==> src/rtl/eps_pkg.sv <==
package eps_pkg;

  typedef enum logic [3:0] {
    ST_IDLE,
    ST_VCC_UP,
    ST_VPP_UP,
    ST_FETCH,
    ST_SETUP,
    ST_PULSE,
    ST_HOLD,
    ST_RELEASE,
    ST_PVERIFY,
    ST_VPP_DN,
    ST_VCC_DN,
    ST_FV_FETCH,
    ST_FV_READ
  } eps_state_e;

  // Cycles needed to cover ns nanoseconds at hz, rounded up, never zero.
  function automatic int unsigned ns_to_cycles(input longint unsigned ns,
                                                input longint unsigned hz);
    longint unsigned c;
    c = (ns * hz + 64'd999_999_999) / 64'd1_000_000_000;
    if (c == 64'd0) c = 64'd1;
    return c[31:0];
  endfunction

  // Device pin levels wanted in a given state: {vcc_hi, vpp_hi, ce_n, oe_n, dq_oe}.
  function automatic logic [4:0] pins_for(input eps_state_e s);
    logic vcc, vpp, ce_n, oe_n, dq_oe;
    vcc   = s inside {ST_VCC_UP, ST_VPP_UP, ST_FETCH, ST_SETUP, ST_PULSE,
                      ST_HOLD, ST_RELEASE, ST_PVERIFY, ST_VPP_DN};
    vpp   = s inside {ST_VPP_UP, ST_FETCH, ST_SETUP, ST_PULSE, ST_HOLD,
                      ST_RELEASE, ST_PVERIFY};
    ce_n  = !(s inside {ST_PULSE, ST_FV_READ});
    oe_n  = !(s inside {ST_PVERIFY, ST_FV_READ});
    dq_oe = s inside {ST_SETUP, ST_PULSE, ST_HOLD};
    return {vcc, vpp, ce_n, oe_n, dq_oe};
  endfunction

endpackage

==> src/rtl/eps_delay.sv <==
module eps_delay #(
  parameter int unsigned TW = 8
) (
  input  logic          clk,
  input  logic          rst_n,
  input  logic          restart,
  input  logic [TW-1:0] limit,
  output logic          done
);
  logic [TW-1:0] cnt_q, cnt_d;

  assign done = (cnt_q == limit - TW'(1));

  always_comb begin
    if (restart)   cnt_d = '0;
    else if (done) cnt_d = cnt_q;
    else           cnt_d = cnt_q + TW'(1);
  end

  always_ff @(posedge clk or negedge rst_n) begin
    if (!rst_n) cnt_q <= '0;
    else        cnt_q <= cnt_d;
  end


  dly_in_window_chk: assert property (@(posedge clk) disable iff (!rst_n)
    (limit != '0) |-> (cnt_q < limit || restart));
endmodule

==> src/rtl/eps_addr_ctr.sv <==
module eps_addr_ctr #(
  parameter int unsigned AW = 15
) (
  input  logic          clk,
  input  logic          rst_n,
  input  logic          load,
  input  logic [AW-1:0] load_val,
  input  logic          step,
  input  logic [AW-1:0] last_val,
  output logic [AW-1:0] addr,
  output logic          at_last
);
  logic [AW-1:0] addr_q, addr_d;

  always_comb begin
    addr_d = addr_q;
    if (load)      addr_d = load_val;
    else if (step) addr_d = addr_q + AW'(1);
  end

  always_ff @(posedge clk or negedge rst_n) begin
    if (!rst_n) addr_q <= '0;
    else        addr_q <= addr_d;
  end

  assign addr    = addr_q;
  assign at_last = (addr_q == last_val);


  no_step_past_last_chk: assert property (@(posedge clk) disable iff (!rst_n)
    step |-> !at_last);
endmodule

==> src/rtl/eps_retry_ctr.sv <==
module eps_retry_ctr #(
  parameter int unsigned MAXP = 25
) (
  input  logic clk,
  input  logic rst_n,
  input  logic clr,
  input  logic inc,
  output logic spent
);
  localparam int unsigned RW = $clog2(MAXP + 1);
  logic [RW-1:0] cnt_q, cnt_d;

  always_comb begin
    cnt_d = cnt_q;
    if (clr)      cnt_d = '0;
    else if (inc) cnt_d = cnt_q + RW'(1);
  end

  always_ff @(posedge clk or negedge rst_n) begin
    if (!rst_n) cnt_q <= '0;
    else        cnt_q <= cnt_d;
  end

  assign spent = (cnt_q == RW'(MAXP));


  pulse_cap_chk: assert property (@(posedge clk) disable iff (!rst_n)
    cnt_q <= RW'(MAXP));
endmodule

==> src/rtl/eprom_prog_seq.sv <==
module eprom_prog_seq
  import eps_pkg::*;
#(
  parameter int unsigned ADDR_W    = 15,
  parameter int unsigned DATA_W    = 8,
  parameter int unsigned CLK_HZ    = 50_000_000,
  parameter int unsigned MAX_PULSE = 25,
  parameter int unsigned PULSE_NS  = 100_000,
  parameter int unsigned SETUP_NS  = 1_000,
  parameter int unsigned HOLD_NS   = 1_000,
  parameter int unsigned VACC_NS   = 100,
  parameter int unsigned RACC_NS   = 250
) (
  input  logic              clk,
  input  logic              rst_n,
  input  logic              start,
  input  logic [ADDR_W-1:0] first_addr,
  input  logic [ADDR_W-1:0] last_addr,
  input  logic              byte_valid,
  input  logic [DATA_W-1:0] byte_data,
  output logic              byte_ready,
  output logic              busy,
  output logic              pass,
  output logic              fail,
  output logic [ADDR_W-1:0] fail_addr,
  output logic [ADDR_W-1:0] rom_addr,
  output logic [DATA_W-1:0] rom_dq_out,
  input  logic [DATA_W-1:0] rom_dq_in,
  output logic              rom_dq_oe,
  output logic              rom_ce_n,
  output logic              rom_oe_n,
  output logic              vcc_hi,
  output logic              vpp_hi
);
  localparam int unsigned PULSE_CYC = ns_to_cycles(PULSE_NS, CLK_HZ);
  localparam int unsigned SETUP_CYC = ns_to_cycles(SETUP_NS, CLK_HZ);
  localparam int unsigned HOLD_CYC  = ns_to_cycles(HOLD_NS, CLK_HZ);
  localparam int unsigned VACC_CYC  = ns_to_cycles(VACC_NS, CLK_HZ);
  localparam int unsigned RACC_CYC  = ns_to_cycles(RACC_NS, CLK_HZ);
  localparam int unsigned M1 = (PULSE_CYC > SETUP_CYC) ? PULSE_CYC : SETUP_CYC;
  localparam int unsigned M2 = (HOLD_CYC > VACC_CYC) ? HOLD_CYC : VACC_CYC;
  localparam int unsigned M3 = (M1 > M2) ? M1 : M2;
  localparam int unsigned MAX_CYC = (M3 > RACC_CYC) ? M3 : RACC_CYC;
  localparam int unsigned TW = $clog2(MAX_CYC + 1);

  // reset: asserted asynchronously, released on the clock
  logic [1:0] rst_pipe_q;
  logic       rst_int_n;
  always_ff @(posedge clk or negedge rst_n) begin
    if (!rst_n) rst_pipe_q <= 2'b00;
    else        rst_pipe_q <= {rst_pipe_q[0], 1'b1};
  end
  assign rst_int_n = rst_pipe_q[1];

  eps_state_e        state_q, state_d;
  logic [DATA_W-1:0] data_q, data_d;
  logic [ADDR_W-1:0] first_q, first_d, last_q, last_d, fail_addr_q, fail_addr_d;
  logic              pass_q, pass_d, fail_q, fail_d, pend_q, pend_d;
  logic [4:0]        pins_q, pins_d;

  logic [TW-1:0]     dly_limit;
  logic              dly_restart, dly_done;
  logic              addr_load, addr_step, addr_at_last;
  logic [ADDR_W-1:0] addr_cur;
  logic              rtry_clr, rtry_inc, rtry_spent;
  logic              rd_match;

  assign rd_match = (rom_dq_in == data_q);

  eps_delay #(.TW(TW)) u_delay (
    .clk(clk), .rst_n(rst_int_n), .restart(dly_restart),
    .limit(dly_limit), .done(dly_done)
  );

  eps_addr_ctr #(.AW(ADDR_W)) u_addr (
    .clk(clk), .rst_n(rst_int_n), .load(addr_load), .load_val(first_q),
    .step(addr_step), .last_val(last_q), .addr(addr_cur), .at_last(addr_at_last)
  );

  eps_retry_ctr #(.MAXP(MAX_PULSE)) u_retry (
    .clk(clk), .rst_n(rst_int_n), .clr(rtry_clr), .inc(rtry_inc), .spent(rtry_spent)
  );

  // wait length for the state being timed
  always_comb begin
    unique case (state_q)
      ST_VCC_UP, ST_VPP_UP, ST_SETUP,
      ST_VPP_DN, ST_VCC_DN:  dly_limit = TW'(SETUP_CYC);
      ST_PULSE:              dly_limit = TW'(PULSE_CYC);
      ST_HOLD:               dly_limit = TW'(HOLD_CYC);
      ST_PVERIFY:            dly_limit = TW'(VACC_CYC);
      ST_FV_READ:            dly_limit = TW'(RACC_CYC);
      default:               dly_limit = TW'(1);
    endcase
  end

  // next-state logic
  always_comb begin
    state_d     = state_q;
    data_d      = data_q;
    first_d     = first_q;
    last_d      = last_q;
    fail_addr_d = fail_addr_q;
    pass_d      = pass_q;
    fail_d      = fail_q;
    pend_d      = pend_q;
    addr_step   = 1'b0;
    rtry_clr    = 1'b0;
    rtry_inc    = 1'b0;
    addr_load   = 1'b0;

    unique case (state_q)
      ST_IDLE: begin
        if (start) begin
          first_d = first_addr;
          last_d  = last_addr;
          pass_d  = 1'b0;
          fail_d  = 1'b0;
          pend_d  = 1'b0;
          state_d = ST_VCC_UP;
        end
      end
      ST_VCC_UP: begin
        addr_load = 1'b1;
        if (dly_done) state_d = ST_VPP_UP;
      end
      ST_VPP_UP:  if (dly_done) state_d = ST_FETCH;
      ST_FETCH: begin
        if (byte_valid) begin
          data_d   = byte_data;
          rtry_clr = 1'b1;
          state_d  = ST_SETUP;
        end
      end
      ST_SETUP:   if (dly_done) state_d = ST_PULSE;
      ST_PULSE: begin
        if (dly_done) begin
          rtry_inc = 1'b1;
          state_d  = ST_HOLD;
        end
      end
      ST_HOLD:    if (dly_done) state_d = ST_RELEASE;
      ST_RELEASE: state_d = ST_PVERIFY;
      ST_PVERIFY: begin
        if (dly_done) begin
          if (rd_match) begin
            if (addr_at_last) begin
              state_d = ST_VPP_DN;
            end else begin
              addr_step = 1'b1;
              state_d   = ST_FETCH;
            end
          end else if (rtry_spent) begin
            pend_d      = 1'b1;
            fail_addr_d = addr_cur;
            state_d     = ST_VPP_DN;
          end else begin
            state_d = ST_SETUP;
          end
        end
      end
      ST_VPP_DN:  if (dly_done) state_d = ST_VCC_DN;
      ST_VCC_DN: begin
        if (dly_done) begin
          if (pend_q) begin
            fail_d  = 1'b1;
            state_d = ST_IDLE;
          end else begin
            addr_load = 1'b1;
            state_d   = ST_FV_FETCH;
          end
        end
      end
      ST_FV_FETCH: begin
        if (byte_valid) begin
          data_d  = byte_data;
          state_d = ST_FV_READ;
        end
      end
      ST_FV_READ: begin
        if (dly_done) begin
          if (!rd_match) begin
            fail_d      = 1'b1;
            fail_addr_d = addr_cur;
            state_d     = ST_IDLE;
          end else if (addr_at_last) begin
            pass_d  = 1'b1;
            state_d = ST_IDLE;
          end else begin
            addr_step = 1'b1;
            state_d   = ST_FV_FETCH;
          end
        end
      end
      default: state_d = ST_IDLE;
    endcase

    pins_d = pins_for(state_d);
  end

  assign dly_restart = (state_d != state_q);

  // registers
  always_ff @(posedge clk or negedge rst_int_n) begin
    if (!rst_int_n) begin
      state_q     <= ST_IDLE;
      data_q      <= '0;
      first_q     <= '0;
      last_q      <= '0;
      fail_addr_q <= '0;
      pass_q      <= 1'b0;
      fail_q      <= 1'b0;
      pend_q      <= 1'b0;
      pins_q      <= pins_for(ST_IDLE);
    end else begin
      state_q     <= state_d;
      data_q      <= data_d;
      first_q     <= first_d;
      last_q      <= last_d;
      fail_addr_q <= fail_addr_d;
      pass_q      <= pass_d;
      fail_q      <= fail_d;
      pend_q      <= pend_d;
      pins_q      <= pins_d;
    end
  end

  assign {vcc_hi, vpp_hi, rom_ce_n, rom_oe_n, rom_dq_oe} = pins_q;
  assign rom_addr   = addr_cur;
  assign rom_dq_out = data_q;
  assign byte_ready = (state_q == ST_FETCH) || (state_q == ST_FV_FETCH);
  assign busy       = (state_q != ST_IDLE);
  assign pass       = pass_q;
  assign fail       = fail_q;
  assign fail_addr  = fail_addr_q;


  vpp_needs_vcc_chk: assert property (@(posedge clk) disable iff (!rst_int_n)
    vpp_hi |-> vcc_hi);


  bus_clash_chk: assert property (@(posedge clk) disable iff (!rst_int_n)
    !rom_oe_n |-> !rom_dq_oe);


  pulse_pins_chk: assert property (@(posedge clk) disable iff (!rst_int_n)
    (!rom_ce_n && vpp_hi) |-> (rom_dq_oe && rom_oe_n));


  pass_fail_excl_chk: assert property (@(posedge clk) disable iff (!rst_int_n)
    !(pass && fail));


  stall_hold_chk: assert property (@(posedge clk) disable iff (!rst_int_n)
    (byte_ready && !byte_valid) |=> ($stable(rom_addr) && rom_ce_n));


  busy_ignores_start_chk: assert property (@(posedge clk) disable iff (!rst_int_n)
    (busy && start) |=> $stable(last_q));
endmodule

==> config.mk <==
export PLATFORM = sky130hd
export DESIGN_NAME = eprom_prog_seq
export DESIGN_NICKNAME = d
export VERILOG_FILES = /design/src/rtl/eps_pkg.sv /design/src/rtl/eps_delay.sv /design/src/rtl/eps_addr_ctr.sv /design/src/rtl/eps_retry_ctr.sv /design/src/rtl/eprom_prog_seq.sv
export SDC_FILE = /design/constraint.sdc
export NUM_CORES = 1
export LEC_CHECK = 0
export BUFFER_PORTS_ARGS = -buffer_cell sky130_fd_sc_hd__buf_2
export CORE_MARGIN = 2
export CORE_UTILIZATION = 40
export DETAILED_ROUTE_END_ITERATION = 12
export HOLD_SLACK_MARGIN = 0.03
export PLACE_DENSITY_LB_ADDON = 0.3
export SYNTH_ARGS = -nofsm -noshare
export SYNTH_HDL_FRONTEND = slang
export SYNTH_HIERARCHICAL = 1
export SYNTH_SLANG_ARGS = --single-unit
==> constraint.sdc <==
create_clock -name clk -period 8.2 [get_ports clk]
set_input_delay 0 -clock clk [delete_from_list [all_inputs] [get_ports clk]]
set_output_delay 0 -clock clk [all_outputs]
set_load 0.01 [all_outputs]
==> reports/qor.yml, run 1 <==
cpMaxStageDelayCell: "o21ai_0"
yosysWarnings: 6
overflow: 0
grt_pass1_vias: 4601
syn_area_sq_mm: 0.00567
postRouteAntennaNets: 0
slew_headroom_pct: 23.7
numClockSinks: 100
p_seq_share_pct: 49.2
clock_latency_ps: 350
async_flop_share_pct: 100
cp-startpoint: "state_q[3]"
clk_path_buf_depth: 2
synth-edff-count: 0
tightest_slew_ps: 1140
die_area_sq_mm: 0.0151
netlist_top_cells_count: "125 x nand2_1, 98 x dfrtp_1, 34 x xnor2_1, 25 x mux2_2, 25 x nor2_1"
drt_iter0_drc: 269
via_per_inst: 5.14
setup.worst_path.end_class: "flop"
status: "completed"
drv_slew: 0
p_clk_share_pct: 46.1
synth_area_leaders: "dfrtp_1 43%, nand2_1 8.3%, xnor2_1 5.3%, mux2_2 5.0%, xor2_1 3.2%"
place_inst: 855
crit_buf_inv: 1
r2r_slack_ps: 2740
initial_core_util_pct: 40.8
max_stage_delay_ps: 880
clock_skew_ps: 14.4
htreeDepth: 3
synth_top_area_share_pct: 43.3
synthFlopType: "dfrtp_1"
ir_drop_mv: 0.101
grt_start_max_net_pins: 73
core_sq_mm: 0.0139
setup-tns-final_ps: 0
criticalPathCategory: "flop to flop"
max_cap_viol_count: 0
path_cells: "nand2b_1 -> o21ai_0 -> inv_1 -> ha_1 -> nor2_1 -> a21oi_1 -> o22a_1 -> nor4_1 -> and3_4 -> a2111oi_0 -> nor4_2 -> o211ai_1 -> a311oi_1 -> nand3_1 -> nor2b_1 -> mux2_4"
cp.arrival_ps: 5740
reg2reg_depth: 16
die_x_um: 123
switching_share_pct: 21.0
synth_top_area_cell: "dfrtp_1"
root_buffer: "clkbuf_16"
comb_power_share_pct: 4.7
avgSynthCellArea_sq_um: 9.54
hp-start: "byte_valid"
yosysMostFrequentCell: "nand2_1"
layout-drive-gt1-share_pct: 23.7
vias: 4680
cts_resized: 0
hold_end: "state_q[2]"
p_leak_nw: 3.32
grt_pass1_wl_mm: 22.9
clkTransAtPathRegs_ps: 60
n_antenna_cell: 0
hpwl_mm: 9.91
area_delta_synth_final_pct: 23.7
hold_viol: 0
fin_nets: 785
rsz0062_at_grt: "false"
rows: 43
start_kind: "flop"
routed_wl_mm: 13.9
cts-buffers-inserted: 9
cp_max_fo: 36
p_sw_mw: 0.212
critPathRequiredTime_ps: 8480
yosysSeqAreaShare_pct: 44.2
wl_per_cell_um: 15.3
finalSetupViolations: 0
power_density_mw_per_mm2: 144
fmax_mhz: 183
cp_top_family: "simple AND/OR/NAND/NOR gates"
fin_crit_sh_pct: 66.6
die_h_um: 123
antenna_found_initial: 0
hp-class: "primary input to flop"
port_buffers: 96
p_int_mw: 0.798
drc: 0
ys_types: 73
synth-seq-cells: 100
holdPathStages: 3
timing.rr.start: "state_q[3]"
gp_congestion: 0.821
rr_endpoint: "u_delay/cnt_q[11]"
post_cts.repair.setup_buffers: 0
cts_tree: "built"
period_needed_ps: 5460
fillers: 1316
whs_ps: 188
ios: 97
drtPass1Iterations: 4
track_usage_pct: 19.5
finalNonFillerCells: 911
syn_inst: 594
-- worst register-to-register path: cells and delay by family (launching register included) --
| kind | cells | cell delay [ps] |
|---|---|---|
| and+or+nand+nor | 7 | 2510 |
| muxes | 1 | 160 |
| adders and majority gates | 1 | 270 |
| AOI/OAI and AO/OA | 6 | 1720 |
| buffers and inverters | 1 | 100 |
| DFF | 1 | 650 |
-- how the worst max path moves through the flow --
stage	to	slack, ps	depth (start not counted)
3_5_place_dp	u_delay/cnt_q[11]	2850	16
5_1_grt	u_delay/cnt_q[11]	2260	16
4_1_cts	u_delay/cnt_q[11]	2820	16
3_3_place_gp	u_delay/cnt_q[11]	2990	16
6_report	u_delay/cnt_q[11]	2740	16
2_1_floorplan	u_addr/addr[11]	3440	20
-- layout make-up --
class | count | area [sq um] | share of cell area [%]
Multi-Input combinational cell | 458 | 2970 | 42.4
Sequential cell | 100 | 2510 | 35.8
Clock buffer | 10 | 239 | 3.41
Timing Repair Buffer | 140 | 911 | 13.0
Clock inverter | 6 | 92.6 | 1.32
Tap cell | 180 | 225 | 3.21
Inverter | 17 | 63.8 | 0.910
-- power by group through the flow --
| stage | clock [mW] | sequential, mW | combinational (mW) |
|---|---|---|---|
| 2_1_floorplan | 0 | 0.510 | 0.0131 |
| 6_report | 0.466 | 0.496 | 0.0476 |
| 5_1_grt | 0.496 | 0.497 | 0.0535 |
| 4_1_cts | 0.480 | 0.497 | 0.0481 |
| 3_5_place_dp | 0 | 0.506 | 0.0334 |
| 3_3_place_gp | 0 | 0.506 | 0.0329 |
-- cells in the final DEF (no fill, tap or decap), types with 5 or more instances in the layout --
cell,count
nand3_1,16
mux2_2,25
buf_2,96
nor4_1,9
xnor2_1,34
ha_1,9
o21ai_0,20
nor3_1,8
or3_1,10
inv_1,16
conb_1,12
a21oi_1,18
nor2b_1,8
mux2i_1,6
clkbuf_16,9
nand4_1,12
nor2_1,25
nor4_2,5
nand2b_1,9
dlygate4sd3_1,40
o21ai_1,10
nand2_1,125
dfrtp_1,97
xor2_1,21
-- state kept, by name (all words and copies together), names as in the netlist --
register       flops
rst_pipe_q         2
first_q           15
u_addr/addr       15
rom_dq_out         8
fail_addr         15
pend_q             1
pass               1
u_delay/cnt_q     13
pins_q             5
state_q            4
u_retry/cnt_q      5
last_q            15
fail               1
-- timing repair --
action | CTS | global route
hold endpoints to repair | 40 | 0
hold buffers | 40 | 0
endpoints found under the setup margin | 0 | 0
-- kinds of logic (layout without fill, tap and decap cells) --
logic type               Yosys count  in the layout  synth area share (%)
flip-flops                       100            100                  44.2
AND/OR/NAND/NOR                  267            267                  24.7
multiplexers                      34             34                  6.82
adder cells (fa/ha/maj)           10             10                  2.16
other                              2             12                 0.132
AO/OA/AOI/OAI                     80             80                  9.40
XOR/XNOR                          55             55                  8.50
buffers and inverters             46            173                  4.10
-- per-layer routing --
layer	wire length, um	up-vias	track usage, %
met3	570	12	3.69
li1	-	2296	-
met1	6460	2281	27.1
met5	0	-	0
met4	178	0	6.25
met2	6720	91	30.8
-- per-stage QoR --
step	cell area [sq um]	utilization [%]	power [mW]	worst slack, ps
global route	7010	50.5	1.05	2260
floorplan	5710	-	0.523	3440
global placement	6280	45.2	0.539	2990
CTS	7010	50.5	1.02	2820
finish	7010	50.5	1.01	2740
detailed placement	6280	45.2	0.540	2850
Note: power is estimated with default switching activity, not from simulation.
==> run 2, diff against run 1 <==
==> constraint.sdc (replaced) <==
create_clock -name clk -period 5.2 [get_ports clk]
set_input_delay 0 -clock clk [delete_from_list [all_inputs] [get_ports clk]]
set_output_delay 0 -clock clk [all_outputs]
set_load 0.01 [all_outputs]
==> run 2 against run 1 <==
Compared with the run above:
- sequential share of layout area decreased by 0.13 points
- sequential power increased by 58%
- clock power increased by 40%
- largest power group unchanged
- non-clock buffer count increased by 7
- critical endpoint unchanged
==> reports/qor.yml, run 2 (synthesis gave the netlist of run 1 again) <==
status: "completed"
hpwl_mm: 9.70
gp_congestion: 0.866
ir_drop_mv: 0.141
antenna_found_initial: 0
criticalPathCategory: "flop to flop"
power_density_mw_per_mm2: 215
clock_skew_ps: 7.40
port_buffers: 96
grt_start_max_net_pins: 73
rr_endpoint: "u_delay/cnt_q[11]"
drc: 0
critPathRequiredTime_ps: 5430
final_common_cell: "nand2_1"
p_leak_nw: 3.34
drtPass1Iterations: 4
via_per_inst: 5.18
period_needed_ps: 4860
grt_pass1_wl_mm: 22.8
track_usage_pct: 19.2
n_antenna_cell: 0
initial_core_util_pct: 40.8
vias: 4759
fin_nets: 793
setup.worst_path.end_class: "flop"
cts_tree: "built"
postRouteAntennaNets: 0
tightest_slew_ps: 1100
routed_wl_mm: 13.9
power_mw: 1.51
grt_pass1_vias: 4542
reg2reg_depth: 18
start_kind: "flop"
core_sq_mm: 0.0139
holdPathStages: 3
layout-drive-gt1-share_pct: 24.6
post_cts.repair.setup_buffers: 0
clock_latency_ps: 350
htreeDepth: 3
max_cap_viol_count: 0
ios: 97
fmax_mhz: 206
die_x_um: 123
timing.rr.start: "state_q[0]"
hp-class: "primary input to flop"
drv_slew: 0
fin_crit_sh_pct: 93.5
area_delta_synth_final_pct: 24.2
rows: 43
die_area_sq_mm: 0.0151
wl_met2_mm: 6.43
wl_per_cell_um: 15.1
numClockSinks: 100
r2r_slack_ps: 340
finalSetupViolations: 0
rsz0062_at_grt: "false"
clkTransAtPathRegs_ps: 70
cp_max_fo: 18
cp.arrival_ps: 5090
met3_length_um: 677
cts-buffers-inserted: 9
setup-tns-final_ps: 0
slew_headroom_pct: 26.7
critPathCapture: "u_delay/cnt_q[11]"
overflow: 0
die_h_um: 123
hold_viol: 0
wl_met1_mm: 6.50
fillers: 1304
cp-startpoint: "state_q[0]"
clk_path_buf_depth: 2
root_buffer: "clkbuf_16"
drt_iter0_drc: 421
final_cell_mix: "125 x nand2_1, 97 x dfrtp_1, 96 x buf_2, 40 x dlygate4sd3_1, 34 x xnor2_1"
routed.top_layer: "met4"
-- run 2: worst min path at each step --
stage	from	end	slack [ps]
detailed placement	rst_n	rst_pipe_q[0]	-210
global placement	rst_n	rst_pipe_q[0]	-220
finish	byte_valid	state_q[2]	160
floorplan	rst_n	rst_pipe_q[0]	-300
global route	byte_valid	state_q[2]	180
CTS	byte_valid	state_q[2]	140
-- run 2: per-layer routing --
metal	vias to the layer above	GRT usage, %
met5	-	0
met4	0	6.39
met3	22	4.11
met2	111	28.9
met1	2303	27.5
li1	2323	-
-- run 2: final cells by class --
cell class	instances	area, sq um	area share (%)
clock buffers	11	243	3.45
well taps	180	225	3.20
flip-flops and latches	100	2510	35.6
clock inverters	5	41.3	0.587
multi-input cells	459	2990	42.5
repair buffers	147	963	13.7
inverters	17	63.8	0.907
-- run 2: power breakdown --
group	internal, mW	total (mW)	switching [mW]	leakage (nW)
clock	0.344	0.652	0.308	0.138
sequential	0.779	0.783	0.00431	1.35
combinational	0.0418	0.0772	0.0354	1.85
-- run 2: what timing repair did --
item | in CTS | in global routing
resized for setup | 0 | 2
hold buffers | 40 | 0
endpoints found under the setup margin | 0 | 7
hold endpoints to repair | 40 | 0
-- run 2: worst max-delay path, cell delays in order (launching register included) --
cell and delay [ps]:
dfrtp_1 500, inv_1 120, ha_1 310, nand2_1 90, o21ai_0 270, or3_1 540, or3b_1 410, a211o_1 310
a32oi_2 270, and3_4 390, nand2_1 100, a211oi_1 260, nor2_1 80, nor4b_1 380, a21oi_1 90, nand3_1 90
buf_4 200, nor2b_1 60, mux2_4 260
-- run 2: metrics by stage --
step | hold slack [ps] | setup WS (ps) | std cells | utilization, % | area [sq um]
floorplan | -296 | 437 | 604 | - | 5710
global placement | -215 | 526 | 862 | 45.6 | 6330
detailed placement | -212 | 432 | 862 | 45.6 | 6330
CTS | 138 | 388 | 918 | 50.6 | 7020
global route | 181 | 18.2 | 919 | 50.7 | 7040
finish | 156 | 339 | 919 | 50.7 | 7040
==> run 3, diff against run 2 <==
--- a/config.mk
+++ b/config.mk
@@ -10,7 +10,7 @@
 export CORE_UTILIZATION = 40
 export DETAILED_ROUTE_END_ITERATION = 12
 export HOLD_SLACK_MARGIN = 0.03
-export PLACE_DENSITY_LB_ADDON = 0.3
+export PLACE_DENSITY = 0.57
 export SYNTH_ARGS = -nofsm -noshare
 export SYNTH_HDL_FRONTEND = slang
 export SYNTH_HIERARCHICAL = 1
==> run 3 against run 2 <==
Compared with the run above:
- global-route usage up 0.23 points
- die area unchanged
- power is 5.1% higher
- critical path type unchanged
- largest cell class unchanged
==> reports/qor.yml, run 3 (synthesis gave the netlist of run 1 again) <==
vias: 4690
gp_congestion: 0.866
numClockSinks: 100
port_buffers: 96
drv_slew: 0
clock_latency_ps: 350
core_sq_mm: 0.0139
finalSetupViolations: 0
p_leak_nw: 3.34
routed_wl_mm: 14.3
htreeDepth: 3
place_inst: 860
fin_nets: 791
drt_iter0_drc: 350
max_cap_viol_count: 0
rr_endpoint: "u_delay/cnt_q[11]"
start_kind: "flop"
root_buffer: "clkbuf_16"
p_clk_share_pct: 45.8
ios: 97
grt_start_max_net_pins: 72
final_common_cell: "nand2_1"
wl_per_cell_um: 15.6
grt_pass1_vias: 4495
cts_tree: "built"
n_antenna_cell: 0
reg2reg_depth: 18
area_delta_synth_final_pct: 24.6
period_needed_ps: 4750
rsz0062_at_grt: "false"
p_sw_mw: 0.343
ir_drop_mv: 0.137
criticalPathCategory: "flop to flop"
holdPathStages: 3
hp-start: "byte_valid"
cts-buffers-inserted: 9
rows: 43
die_h_um: 123
grt_pass1_wl_mm: 22.8
post_cts.repair.setup_buffers: 0
fillers: 1320
slew_headroom_pct: 18.3
initial_core_util_pct: 40.8
power_density_mw_per_mm2: 225
power_mw: 1.59
fin_ws_ps: 446
layout-drive-gt1-share_pct: 24.6
status: "completed"
antenna_found_initial: 0
hold_end: "state_q[2]"
fin_crit_sh_pct: 91.4
hold_viol: 0
r2r_slack_ps: 450
whs_ps: 147
die_area_sq_mm: 0.0151
drc: 0
cp_max_fo: 18
track_usage_pct: 19.4
tightest_slew_ps: 1210
finalNonFillerCells: 916
clock_skew_ps: 7.67
fmax_mhz: 210
hpwl_mm: 10.0
overflow: 0
cp.arrival_ps: 4990
setup-tns-final_ps: 0
clkTransAtPathRegs_ps: 70
switching_share_pct: 21.6
clk_path_buf_depth: 2
pre_cts_ws_ps: 364
hp-class: "primary input to flop"
drtPass1Iterations: 4
setup.worst_path.end_class: "flop"
p_int_mw: 1.25
p_seq_share_pct: 49.3
final_cell_mix: "125 x nand2_1, 97 x dfrtp_1, 96 x buf_2, 40 x dlygate4sd3_1, 34 x xnor2_1"
postRouteAntennaNets: 0
die_x_um: 123
comb_power_share_pct: 4.9
timing.rr.start: "state_q[1]"
critPathRequiredTime_ps: 5430
via_per_inst: 5.12
## run 3: what timing repair did
item	in CTS	in global routing
hold buffers	40	0
setup endpoints to repair	0	9
endpoints found under the hold margin	40	0
resized for setup	0	4
## run 3: area by class of cell
type                       instances  area (sq um)  area share, %
multi-input combinational        459          3000           42.4
inverter                          17          63.8          0.903
clock inverter                     6          96.3           1.36
clock buffer                       9           225           3.19
timing repair buffer             145           948           13.4
tap                              180           225           3.19
sequential                       100          2510           35.5
## run 3: layer usage
metal	GRT usage [%]	wire, um
met1	28.7	6940
met4	7.53	306
met2	29.0	6490
met5	0	0
met3	2.54	571
## run 3: power by group through the flow
| stage | clock network, mW | registers [mW] | logic [mW] |
|---|---|---|---|
| 2_1_floorplan | 0 | 0.805 | 0.0207 |
| 3_3_place_gp | 0 | 0.798 | 0.0526 |
| 3_5_place_dp | 0 | 0.799 | 0.0535 |
| 4_1_cts | 0.748 | 0.783 | 0.0768 |
| 5_1_grt | 0.782 | 0.784 | 0.0865 |
| 6_report | 0.728 | 0.783 | 0.0773 |
## run 3: through the flow
stage	area (sq um)	util [%]
floorplan	5710	-
global placement	6320	45.5
detailed placement	6320	45.5
CTS	7040	50.7
global route	7060	50.9
finish	7060	50.9
## run 3: critical path: stages (launching register included)
cell and delay (ps):
dfrtp_1 420, inv_1 130, ha_1 330, nand2_1 240
inv_1 220, or3_1 450, or3b_1 400, a211o_1 310
a32oi_2 270, and3_4 380, nand2_1 100, a211oi_1 250
nor2_1 80, nor4b_1 340, a21oi_1 90, nand3_1 90
buf_4 200, nor2b_1 60, mux2_4 260
## run 3: how the worst max path moves through the flow
stage | start | endpoint | slack, ps | cells past startpoint
3_5_place_dp | state_q[1] | u_delay/cnt_q[11] | 360 | 18
2_1_floorplan | state_q[0] | u_addr/addr[11] | 440 | 20
5_1_grt | state_q[1] | u_delay/cnt_q[11] | 10 | 20
3_3_place_gp | state_q[1] | u_delay/cnt_q[11] | 490 | 18
4_1_cts | state_q[1] | u_delay/cnt_q[11] | 330 | 18
6_report | state_q[1] | u_delay/cnt_q[11] | 450 | 18
